$ cat src/rtl/tagrf_pkg.sv
package tagrf_pkg;

    typedef enum logic [2:0] {
        OP_NOP     = 3'd0,
        OP_USE     = 3'd1,
        OP_DEFINE  = 3'd2,
        OP_STORE   = 3'd3,
        OP_LOAD    = 3'd4,
        OP_SAVE    = 3'd5,
        OP_RESTORE = 3'd6,
        OP_RSVD    = 3'd7
    } op_e;

    typedef enum logic [2:0] {
        ST_IDLE      = 3'd0,
        ST_OPERANDS  = 3'd1,
        ST_STORE_OUT = 3'd2,
        ST_SAVE_OUT  = 3'd3,
        ST_FAULT     = 3'd4
    } state_e;

    // Shared tag value of the unprotected compartment
    localparam int unsigned SHARED_ID = 0;

endpackage

$ cat src/rtl/tagrf_storage.sv
module tagrf_storage #(
    parameter int unsigned NUM_REGS = 16,
    parameter int unsigned DATA_W   = 32,
    parameter int unsigned TAG_W    = 4,
    localparam int unsigned IDX_W   = $clog2(NUM_REGS)
) (
    input  logic              clk,
    input  logic              rst_n,
    input  logic              wr_en,
    input  logic [IDX_W-1:0]  wr_idx,
    input  logic [DATA_W-1:0] wr_data,
    input  logic [TAG_W-1:0]  wr_tag,
    input  logic [IDX_W-1:0]  rd_idx_a,
    input  logic [IDX_W-1:0]  rd_idx_b,
    output logic [DATA_W-1:0] rd_data_a,
    output logic [TAG_W-1:0]  rd_tag_a,
    output logic [DATA_W-1:0] rd_data_b,
    output logic [TAG_W-1:0]  rd_tag_b
);
    import tagrf_pkg::*;

    logic [DATA_W-1:0] val_q [NUM_REGS];
    logic [TAG_W-1:0]  own_q [NUM_REGS];

    for (genvar g = 0; g < NUM_REGS; g++) begin : g_entry
        logic hit;
        assign hit = wr_en && (wr_idx == IDX_W'(g));

        always_ff @(posedge clk or negedge rst_n) begin
            if (!rst_n) begin
                val_q[g] <= '0;
                own_q[g] <= TAG_W'(SHARED_ID);
            end else if (hit) begin
                val_q[g] <= wr_data;
                own_q[g] <= wr_tag;
            end
        end
    end

    assign rd_data_a = val_q[rd_idx_a];
    assign rd_tag_a  = own_q[rd_idx_a];
    assign rd_data_b = val_q[rd_idx_b];
    assign rd_tag_b  = own_q[rd_idx_b];

endmodule

$ cat src/rtl/tagrf_tag_cmp.sv
module tagrf_tag_cmp #(
    parameter int unsigned TAG_W  = 4,
    parameter int unsigned NPORTS = 2
) (
    input  logic [TAG_W-1:0]       cur_id,
    input  logic [NPORTS*TAG_W-1:0] port_tags,
    output logic [NPORTS-1:0]      mismatch
);
    for (genvar p = 0; p < NPORTS; p++) begin : g_port
        assign mismatch[p] = (port_tags[p*TAG_W +: TAG_W] != cur_id);
    end
endmodule

$ cat src/rtl/tagrf_ctrl.sv
module tagrf_ctrl #(
    parameter int unsigned NUM_REGS = 16,
    parameter int unsigned DATA_W   = 32,
    parameter int unsigned TAG_W    = 4,
    localparam int unsigned IDX_W   = $clog2(NUM_REGS)
) (
    input  logic              clk,
    input  logic              rst_n,
    input  logic [2:0]        op,
    input  logic [TAG_W-1:0]  cur_id,
    input  logic [TAG_W-1:0]  restore_tag,
    input  logic [IDX_W-1:0]  rs_a,
    input  logic [IDX_W-1:0]  rs_b,
    input  logic [1:0]        mismatch,
    input  logic [DATA_W-1:0] src_data_a,
    input  logic [TAG_W-1:0]  src_tag_a,
    input  logic [DATA_W-1:0] src_data_b,
    output logic              wr_en,
    output logic [TAG_W-1:0]  wr_tag,
    output logic [DATA_W-1:0] opa_data,
    output logic [DATA_W-1:0] opb_data,
    output logic              opnd_valid,
    output logic [DATA_W-1:0] xfer_data,
    output logic [TAG_W-1:0]  xfer_tag,
    output logic              store_valid,
    output logic              save_valid,
    output logic              exc_valid,
    output logic [IDX_W-1:0]  exc_idx
);
    import tagrf_pkg::*;

    op_e    op_d;
    state_e state_q, state_d;
    logic   [IDX_W-1:0] fault_idx;

    assign op_d = op_e'(op);

    // Write-side decode: who gets to claim the destination tag
    always_comb begin
        wr_en  = 1'b0;
        wr_tag = cur_id;
        unique case (op_d)
            OP_DEFINE, OP_LOAD: begin
                wr_en  = 1'b1;
                wr_tag = cur_id;
            end
            OP_RESTORE: begin
                wr_en  = 1'b1;
                wr_tag = restore_tag;
            end
            default: ;
        endcase
    end

    // Port A has priority when naming the offending register
    assign fault_idx = mismatch[0] ? rs_a : rs_b;

    // Next-state: depends only on the current operation and the tag checks
    always_comb begin
        state_d = ST_IDLE;
        unique case (op_d)
            OP_USE:     state_d = (|mismatch)  ? ST_FAULT : ST_OPERANDS;
            OP_STORE:   state_d = mismatch[0] ? ST_FAULT : ST_STORE_OUT;
            OP_SAVE:    state_d = ST_SAVE_OUT;
            OP_NOP, OP_DEFINE, OP_LOAD, OP_RESTORE, OP_RSVD:
                        state_d = ST_IDLE;
            default:    state_d = ST_IDLE;
        endcase
    end

    // State register
    always_ff @(posedge clk or negedge rst_n) begin
        if (!rst_n) state_q <= ST_IDLE;
        else        state_q <= state_d;
    end

    // Payload registers captured alongside the state
    always_ff @(posedge clk or negedge rst_n) begin
        if (!rst_n) begin
            opa_data  <= '0;
            opb_data  <= '0;
            xfer_data <= '0;
            xfer_tag  <= '0;
            exc_idx   <= '0;
        end else begin
            unique case (state_d)
                ST_OPERANDS: begin
                    opa_data <= src_data_a;
                    opb_data <= src_data_b;
                end
                ST_STORE_OUT, ST_SAVE_OUT: begin
                    xfer_data <= src_data_a;
                    xfer_tag  <= src_tag_a;
                end
                ST_FAULT:  exc_idx <= fault_idx;
                ST_IDLE:   ;
                default:   ;
            endcase
        end
    end

    // Moore valid outputs
    assign opnd_valid  = (state_q == ST_OPERANDS);
    assign store_valid = (state_q == ST_STORE_OUT);
    assign save_valid  = (state_q == ST_SAVE_OUT);
    assign exc_valid   = (state_q == ST_FAULT);

endmodule

$ cat src/rtl/tagged_regfile.sv
module tagged_regfile #(
    parameter int unsigned NUM_REGS = 16,
    parameter int unsigned DATA_W   = 32,
    parameter int unsigned TAG_W    = 4,
    localparam int unsigned IDX_W   = $clog2(NUM_REGS)
) (
    input  logic              clk,
    input  logic              rst_n,
    input  logic [2:0]        op,
    input  logic [TAG_W-1:0]  cur_id,
    input  logic [IDX_W-1:0]  rs_a,
    input  logic [IDX_W-1:0]  rs_b,
    input  logic [IDX_W-1:0]  rd,
    input  logic [DATA_W-1:0] wr_data,
    input  logic [TAG_W-1:0]  restore_tag,
    output logic [DATA_W-1:0] opa_data,
    output logic [DATA_W-1:0] opb_data,
    output logic              opnd_valid,
    output logic [DATA_W-1:0] xfer_data,
    output logic [TAG_W-1:0]  xfer_tag,
    output logic              store_valid,
    output logic              save_valid,
    output logic              exc_valid,
    output logic [IDX_W-1:0]  exc_idx
);
    logic              wr_en;
    logic [TAG_W-1:0]  wr_tag;
    logic [DATA_W-1:0] data_a, data_b;
    logic [TAG_W-1:0]  tag_a, tag_b;
    logic [1:0]        mismatch;

    tagrf_storage #(
        .NUM_REGS (NUM_REGS),
        .DATA_W   (DATA_W),
        .TAG_W    (TAG_W)
    ) u_storage (
        .clk       (clk),
        .rst_n     (rst_n),
        .wr_en     (wr_en),
        .wr_idx    (rd),
        .wr_data   (wr_data),
        .wr_tag    (wr_tag),
        .rd_idx_a  (rs_a),
        .rd_idx_b  (rs_b),
        .rd_data_a (data_a),
        .rd_tag_a  (tag_a),
        .rd_data_b (data_b),
        .rd_tag_b  (tag_b)
    );

    tagrf_tag_cmp #(
        .TAG_W  (TAG_W),
        .NPORTS (2)
    ) u_cmp (
        .cur_id    (cur_id),
        .port_tags ({tag_b, tag_a}),
        .mismatch  (mismatch)
    );

    tagrf_ctrl #(
        .NUM_REGS (NUM_REGS),
        .DATA_W   (DATA_W),
        .TAG_W    (TAG_W)
    ) u_ctrl (
        .clk         (clk),
        .rst_n       (rst_n),
        .op          (op),
        .cur_id      (cur_id),
        .restore_tag (restore_tag),
        .rs_a        (rs_a),
        .rs_b        (rs_b),
        .mismatch    (mismatch),
        .src_data_a  (data_a),
        .src_tag_a   (tag_a),
        .src_data_b  (data_b),
        .wr_en       (wr_en),
        .wr_tag      (wr_tag),
        .opa_data    (opa_data),
        .opb_data    (opb_data),
        .opnd_valid  (opnd_valid),
        .xfer_data   (xfer_data),
        .xfer_tag    (xfer_tag),
        .store_valid (store_valid),
        .save_valid  (save_valid),
        .exc_valid   (exc_valid),
        .exc_idx     (exc_idx)
    );

endmodule

$ cat config.mk
export PLATFORM = sky130hd
export DESIGN_NAME = tagged_regfile
export DESIGN_NICKNAME = d
export VERILOG_FILES = /design/src/rtl/tagrf_pkg.sv /design/src/rtl/tagrf_storage.sv /design/src/rtl/tagrf_tag_cmp.sv /design/src/rtl/tagrf_ctrl.sv /design/src/rtl/tagged_regfile.sv
export SDC_FILE = /design/constraint.sdc
export NUM_CORES = 1
export LEC_CHECK = 0
export CAP_MARGIN = 10
export CORE_MARGIN = 2
export CORE_UTILIZATION = 55
export DETAILED_ROUTE_END_ITERATION = 12
export PLACE_DENSITY = 0.75
export REMOVE_ABC_BUFFERS = 1
export SLEW_MARGIN = 10
export SYNTH_ARGS = -nofsm -noshare
export SYNTH_HDL_FRONTEND = slang
export SYNTH_SLANG_ARGS = --single-unit
export TNS_END_PERCENT = 50
$ cat constraint.sdc
create_clock -name clk -period 5.9 [get_ports clk]
set_input_delay 0.885 -clock clk [delete_from_list [all_inputs] [get_ports clk]]
set_output_delay 0.885 -clock clk [all_outputs]
set_load 0.005 [all_outputs]
Word-level counts from Yosys, hierarchy flattened
Index checks and enable logic that the tools add are counted.
{"block": "totals", "ff_bits": 683, "wordCells": 114}
{"block": "classes", "order_cmp": 2, "n_eq_ne": 32, "mux": 18, "n_bitwise": 2, "reduce_logical": 22}
{"operator": "$bmux W32 S4", "n": 2}
{"operator": "$mux W32", "n": 4}
{"operator": "$bmux W4 S4", "n": 2}
{"operator": "$eq A4 B4 Y1 const B", "n": 8}
{"operator": "$mux W4", "n": 6}
{"operator": "$eq A3 B2 Y1 const B", "n": 6}
{"operator": "$eq A3 B3 Y1 const B", "n": 6}
{"operator": "$eq A4 B3 Y1 const B", "n": 4}
{"operator": "$logic_and A1 B1 Y1", "n": 16}
{"operator": "$pmux W3 S4", "n": 1}
{"operator": "$ge A5 B5 Y1 const B", "n": 2}
{"operator": "$not A4 Y5", "n": 2}
{"operator": "$eq A3 B1 Y1 const B", "n": 3}
{"operator": "$eq A4 B2 Y1 const B", "n": 2}
{"operator": "$ne A4 B4 Y1", "n": 2}
{"operator": "$mux W3", "n": 2}
{"operator": "$reduce_or A5 Y1", "n": 1}
{"operator": "$eq A4 B1 Y1 const B", "n": 1}
{"operator": "$logic_not A4 Y1", "n": 1}
{"operator": "$reduce_or A2 Y1", "n": 2}
{"operator": "$logic_not A3 Y1", "n": 1}
{"operator": "$reduce_or A3 Y1", "n": 1}
{"operator": "$mux W1", "n": 1}

Depth between registers and ports, before layout
{"block": "logic_depth", "depth_word": 10, "depth_mapped": 11}

Modules after synthesis
Synthesis repeated with hierarchy kept, for this count alone.
{"block": "hier_totals", "hier_cells": 2263, "hier_area_um2": 35206.3}
{"mod": "tagrf_storage", "instances": 1, "cells_each": 1872, "area_each_um2": 30051.3, "seq_area_each_um2": 14413.8}
{"mod": "tagrf_ctrl", "instances": 1, "cells_each": 381, "area_each_um2": 5072.4, "seq_area_each_um2": 2677.6}
{"mod": "tagrf_tag_cmp", "instances": 1, "cells_each": 10, "area_each_um2": 82.6, "seq_area_each_um2": 0.0}

Worst setup path after synthesis
OpenSTA, ideal clock, no wires.
{"block": "synth_path", "kind": "in2reg", "start": "input rs_b[0]", "end": "register u_ctrl.opa_data[0]", "setup_ns": 0.128, "arrival_time_ns": 3.511, "required_ns": 5.772, "setup_slack_ns": 2.261, "stages": 9, "path_buffers": 3, "cell_sequence": "buf_1 > mux4_2 > mux4_2 > xnor2_1 > nand4_1 > nor4_2 > buf_4 > buf_6 > mux2_1"}
{"block": "synth_between", "elab_chain_len": 9}
{"element": "from (decl)", "line_no": "tagged_regfile.sv:12", "text": "input logic [IDX_W-1:0] rs_b,"}
{"element": "$not A4 Y5 (not written as such)", "line_no": "tagrf_storage.sv:43", "text": "assign rd_tag_b = own_q[rd_idx_b];"}
{"element": "$bmux W4 S4", "line_no": "tagrf_storage.sv:43"}
{"element": "$mux W4 (not written as such) (2 in series)", "line_no": "tagrf_storage.sv:43"}
{"element": "$ne A4 B4 Y1", "line_no": "tagrf_tag_cmp.sv:10", "text": "assign mismatch[p] = (port_tags[p*TAG_W +: TAG_W] != cur_id);"}
{"element": "$reduce_or A2 Y1", "line_no": "tagrf_ctrl.sv:62", "text": "OP_USE: state_d = (|mismatch) ? ST_FAULT : ST_OPERANDS;"}
{"element": "$mux W3", "line_no": "tagrf_ctrl.sv:62"}
{"element": "$pmux W3 S4", "line_no": "tagrf_ctrl.sv:61", "text": "unique case (op_d)"}
{"element": "$eq A3 B1 Y1", "line_no": "tagrf_ctrl.sv:86", "text": "unique case (state_d)"}
{"element": "to (signal assigned)", "line_no": "tagrf_ctrl.sv:88", "text": "opa_data <= src_data_a;"}
{"element": "to (decl)", "line_no": "tagrf_ctrl.sv:20", "text": "output logic [DATA_W-1:0] opa_data,"}
Every way passes these cells. The select of a mux whose other input is x is not followed.
A chain may end at the register's enable or synchronous reset.

Final worst setup path
{"block": "layout_path", "start": "input rs_a[3]", "end": "register u_ctrl.xfer_data[4]"}
{"block": "layout_between", "elab_chain_len": 10}
{"element": "from (decl)", "line_no": "tagged_regfile.sv:11", "text": "input logic [IDX_W-1:0] rs_a,"}
{"element": "$not A4 Y5 (not written as such) (*)", "line_no": "tagrf_storage.sv:40, tagrf_storage.sv:41"}
{"element": "$bmux W4 S4", "line_no": "tagrf_storage.sv:41", "text": "assign rd_tag_a = own_q[rd_idx_a];"}
{"element": "$mux W4 (not written as such) (2 in series)", "line_no": "tagrf_storage.sv:41"}
{"element": "$ne A4 B4 Y1", "line_no": "tagrf_tag_cmp.sv:10"}
{"element": "$reduce_or A2 Y1", "line_no": "tagrf_ctrl.sv:62"}
{"element": "$mux W3", "line_no": "tagrf_ctrl.sv:62"}
{"element": "$pmux W3 S4", "line_no": "tagrf_ctrl.sv:61"}
{"element": "$eq A3 B2 Y1", "line_no": "tagrf_ctrl.sv:86"}
{"element": "$reduce_or A2 Y1", "line_no": "tagrf_ctrl.sv:86"}
{"element": "to (signal assigned)", "line_no": "tagrf_ctrl.sv:92", "text": "xfer_data <= src_data_a;"}
{"element": "to (decl)", "line_no": "tagrf_ctrl.sv:23", "text": "output logic [DATA_W-1:0] xfer_data,"}
Mark *: on every way between the ends. The rest lies on a longest branch, timed or not. The select of a mux whose other input is x is not followed.

==> flow_summary.yaml <==
power:
  internal-power_mw: 10.4
  p_total_mw: 14.2
  cellPowerDensity_nw_per_um2: 360
  leakage_nw: 16.3
  clockPowerShare: 0.317
  pwr-share-comb: 0.225
  p_seq_frac: 0.458
  p_switching_mw: 3.86
  irDropWorstVdd_mv: 0.209
  p_sw_frac: 0.272
timing:
  worst_slew_pin_slew_ps: 1200
  rsz0062_at_grt: "no"
  skew_ps: 24.1
  max_freq_mhz: 232
  setup-violations-final: 0
  maxSlewViolCount: 0
  slew-limit-headroom: 0.201
  hold_violations: 0
  period_minus_slack_ps: 4300
  fin_crit_sh: 0.729
die:
  die_h_um: 255
  io_pins: 165
  core_area_um2: 62700
  rows: 92
  die_w_um: 255
  die_area_um2: 65200
  initial_utilization: 0.554
clock_network:
  htree_levels: 3
  clkLatencyLatePin_ps: 620
  cts.repair.resized: 0
  cts.sinks: 683
  clk_pin_slew_worst_paths_ps: 60
  cts_tree: "built"
  postCtsSetupRepairBufs: 0
  clockRootBuffer: "clkbuf_16"
  clock_path_buffers: 3
  hold_buffers: 0
  numCtsBuffers: 72
place:
  placed_area_um2: 37100
  gp_congestion: 0.816
  port-buffer-count: 164
  dpl.hpwl_um: 54200
  placed_cells: 3043
logic_synthesis:
  synth_ff_type: "dfrtp_1"
  synth_cells: 2209
  synth-seq-area-share: 0.492
  synthesis.area_um2: 34700
  synth_seq_cells: 683
  avgSynthCellArea_um2: 15.7
  synth_area_leaders: "dfrtp_1, mux4_2, mux2_2, clkbuf_1, mux2_1"
  synth_top_area_frac: 0.492
  yosysWarnings: 0
  synth_enable_flop_cells: 0
  ys_types: 37
  synth_top_area_cell: "dfrtp_1"
  async_flop_share: 1.00
worst_hold_path:
  min_path_type: "input port to async pin"
detailed_routing:
  highest_layer: "met5"
  met3_wirelength_um: 7770
  via_per_inst: 6.94
  wl_met1_um: 38700
  drt_iter0_drc: 1876
  drc: 0
  postRouteAntennaNets: 0
  dr.pass1.iters: 5
  wl_met2_um: 44800
  drt_wl_total_um: 94000
  vias: 22000
  wl_per_cell_um: 29.6
global_route:
  grt_overflow: 0
  track_usage: 0.293
  antenna_found_initial: 3
  grt_pass1_wl_um: 145000
  grt_pass1_vias: 23700
  grt_max_degree: 159
critical_path:
  crit_family: "buffers and inverters"
  slowest_delay_ps: 970
  crit_path_end_kind: "register"
  crit_buf_inv: 2
  cp.arrival_ps: 4830
  critPathLaunchType: "input port"
  crit_fanout: 15
  crit_type: "input port to register"
  cp_cell_sequence: "clkdlybuf4s50_1, mux4_2, mux4_2, xnor2_1, nand2_1, nor4bb_4, buf_4, o32ai_1, a21oi_1"
  slowest_stage: "clkdlybuf4s50_1"
  cp.required_ps: 6430
  cp_common_cell: "mux4_2"
job:
  maxCapViolations: 0
layout:
  layout.cells.non_filler: 3172
  nets: 2328
  drive_gt1_frac: 0.463
  fin_util: 0.629
  fin_area_um2: 39500
  area_delta_synth_final_pct: 13.6
  antenna_cells: 0
outcome:
  outcome: "finished clean"
==> through the flow <==
stage	setup TNS (ps)	hold slack, ps	setup slack [ps]
after floorplan	-103350	461	-1700
after global placement	0	466	1180
after detailed placement	0	474	1030
after CTS	0	323	1660
after global routing	0	364	1470
final	0	304	1600
==> state kept, by name (all words and copies together), names as in the netlist <==
name              count
u_ctrl.exc_idx        4
u_ctrl.xfer_data     32
u_storage.val_q     512
u_ctrl.xfer_tag       4
u_ctrl.state_q        3
u_storage.own_q      64
u_ctrl.opa_data      32
u_ctrl.opb_data      32
==> path summary, 6_finish.rpt <==
path / from / endpoint / slack, ps / depth (start not counted)
min in group clk: u_ctrl.opa_data[9]$_DFFE_PN0N_ / u_ctrl.opa_data[9]$_DFFE_PN0N_ / 480 / 1
worst min-delay path: rst_n / u_storage.val_q[254]$_DFFE_PN0P_ / 300 / 1
worst max register to register: u_storage.own_q[4]$_DFFE_PN0P_ / u_ctrl.xfer_data[4]$_DFFE_PN0P_ / 2360 / 8
worst min register to register: u_ctrl.opa_data[9]$_DFFE_PN0N_ / u_ctrl.opa_data[9]$_DFFE_PN0N_ / 480 / 1
max in group asynchronous: rst_n / u_storage.val_q[285]$_DFFE_PN0P_ / 4190 / 2
worst max-delay path: rs_a[3] / u_ctrl.xfer_data[4]$_DFFE_PN0P_ / 1600 / 9
==> worst register-to-register path, delay by kind of cell, from the launching register on <==
kind,cells,cell delay [ps]
AO/OA/AOI/OAI,2,380
XOR/XNOR,1,250
buffers and inverters,1,440
flip-flops,1,410
multiplexers,2,1020
AND/OR/NAND/NOR,2,940
==> cell families (layout without fill, tap and decap cells) <==
family / count (synthesis) / in the layout / share of synthesized area
compound gates: 218 / 218 / 0.0414
xor+xnor: 8 / 8 / 0.00202
buf+inv: 228 / 345 / 0.0266
flops: 683 / 683 / 0.492
mux: 949 / 949 / 0.422
simple gates: 123 / 123 / 0.0157
==> power by group through the flow <==
stage / logic, mW / clock network, mW / registers (mW)
after global routing: 3.42 / 4.76 / 6.64
after floorplan: 2.27 / 0 / 6.27
after global placement: 3.07 / 0 / 6.47
after detailed placement: 3.20 / 0 / 6.56
after CTS: 3.21 / 4.57 / 6.49
final: 3.20 / 4.51 / 6.52
==> cell usage after synthesis, types with 2 or more instances <==
library cell    n
dfrtp_1       683
buf_2          11
o21ai_0        17
nand2_1        32
and3b_1         2
inv_1           4
nand2b_1        3
o32ai_1        34
mux2_1         49
nand4_1         2
mux2i_1        17
mux4_2        356
clkbuf_1      154
nand3b_1        3
xnor2_1         8
nor2_1         62
or3_1           3
nor2b_1         2
buf_1          50
o22a_1         34
a311o_1         4
mux2_2        527
a21oi_1        85
o22ai_1        36
o21bai_1        2
nor3b_1         3
o31ai_1         3
buf_6           7
nor3_1          7
o311a_1         2
==> final cells by class <==
cell class                 instances  area, µm²
timing repair buffer             211       2090
clock inverter                    24        220
multi-input combinational       1298      16900
sequential                       683      17100
tap                              846       1060
inverter                           5       18.8
clock buffer                     105       2120
fill                            4430      23300
==> per-layer routing <==
metal / global-route usage / up-vias
li1: - / 8771
met1: 0.415 / 12100
met2: 0.452 / 991
met3: 0.0660 / 175
met4: 0.102 / 6
met5: 0 / -
==> placed cells by master, fill, tap and decap left out, types with 15 or more instances in the layout <==
cell	n
a21oi_1	85
clkbuf_1	15
o22a_1	34
mux2_2	527
nor2_1	53
o21ai_0	17
dfrtp_1	683
buf_4	40
o32ai_1	34
clkbuf_16	73
clkdlybuf4s50_1	153
o22ai_1	36
mux2_1	49
nand2_1	30
clkbuf_8	17
mux4_2	356
Power figures use the tool's default switching activity.
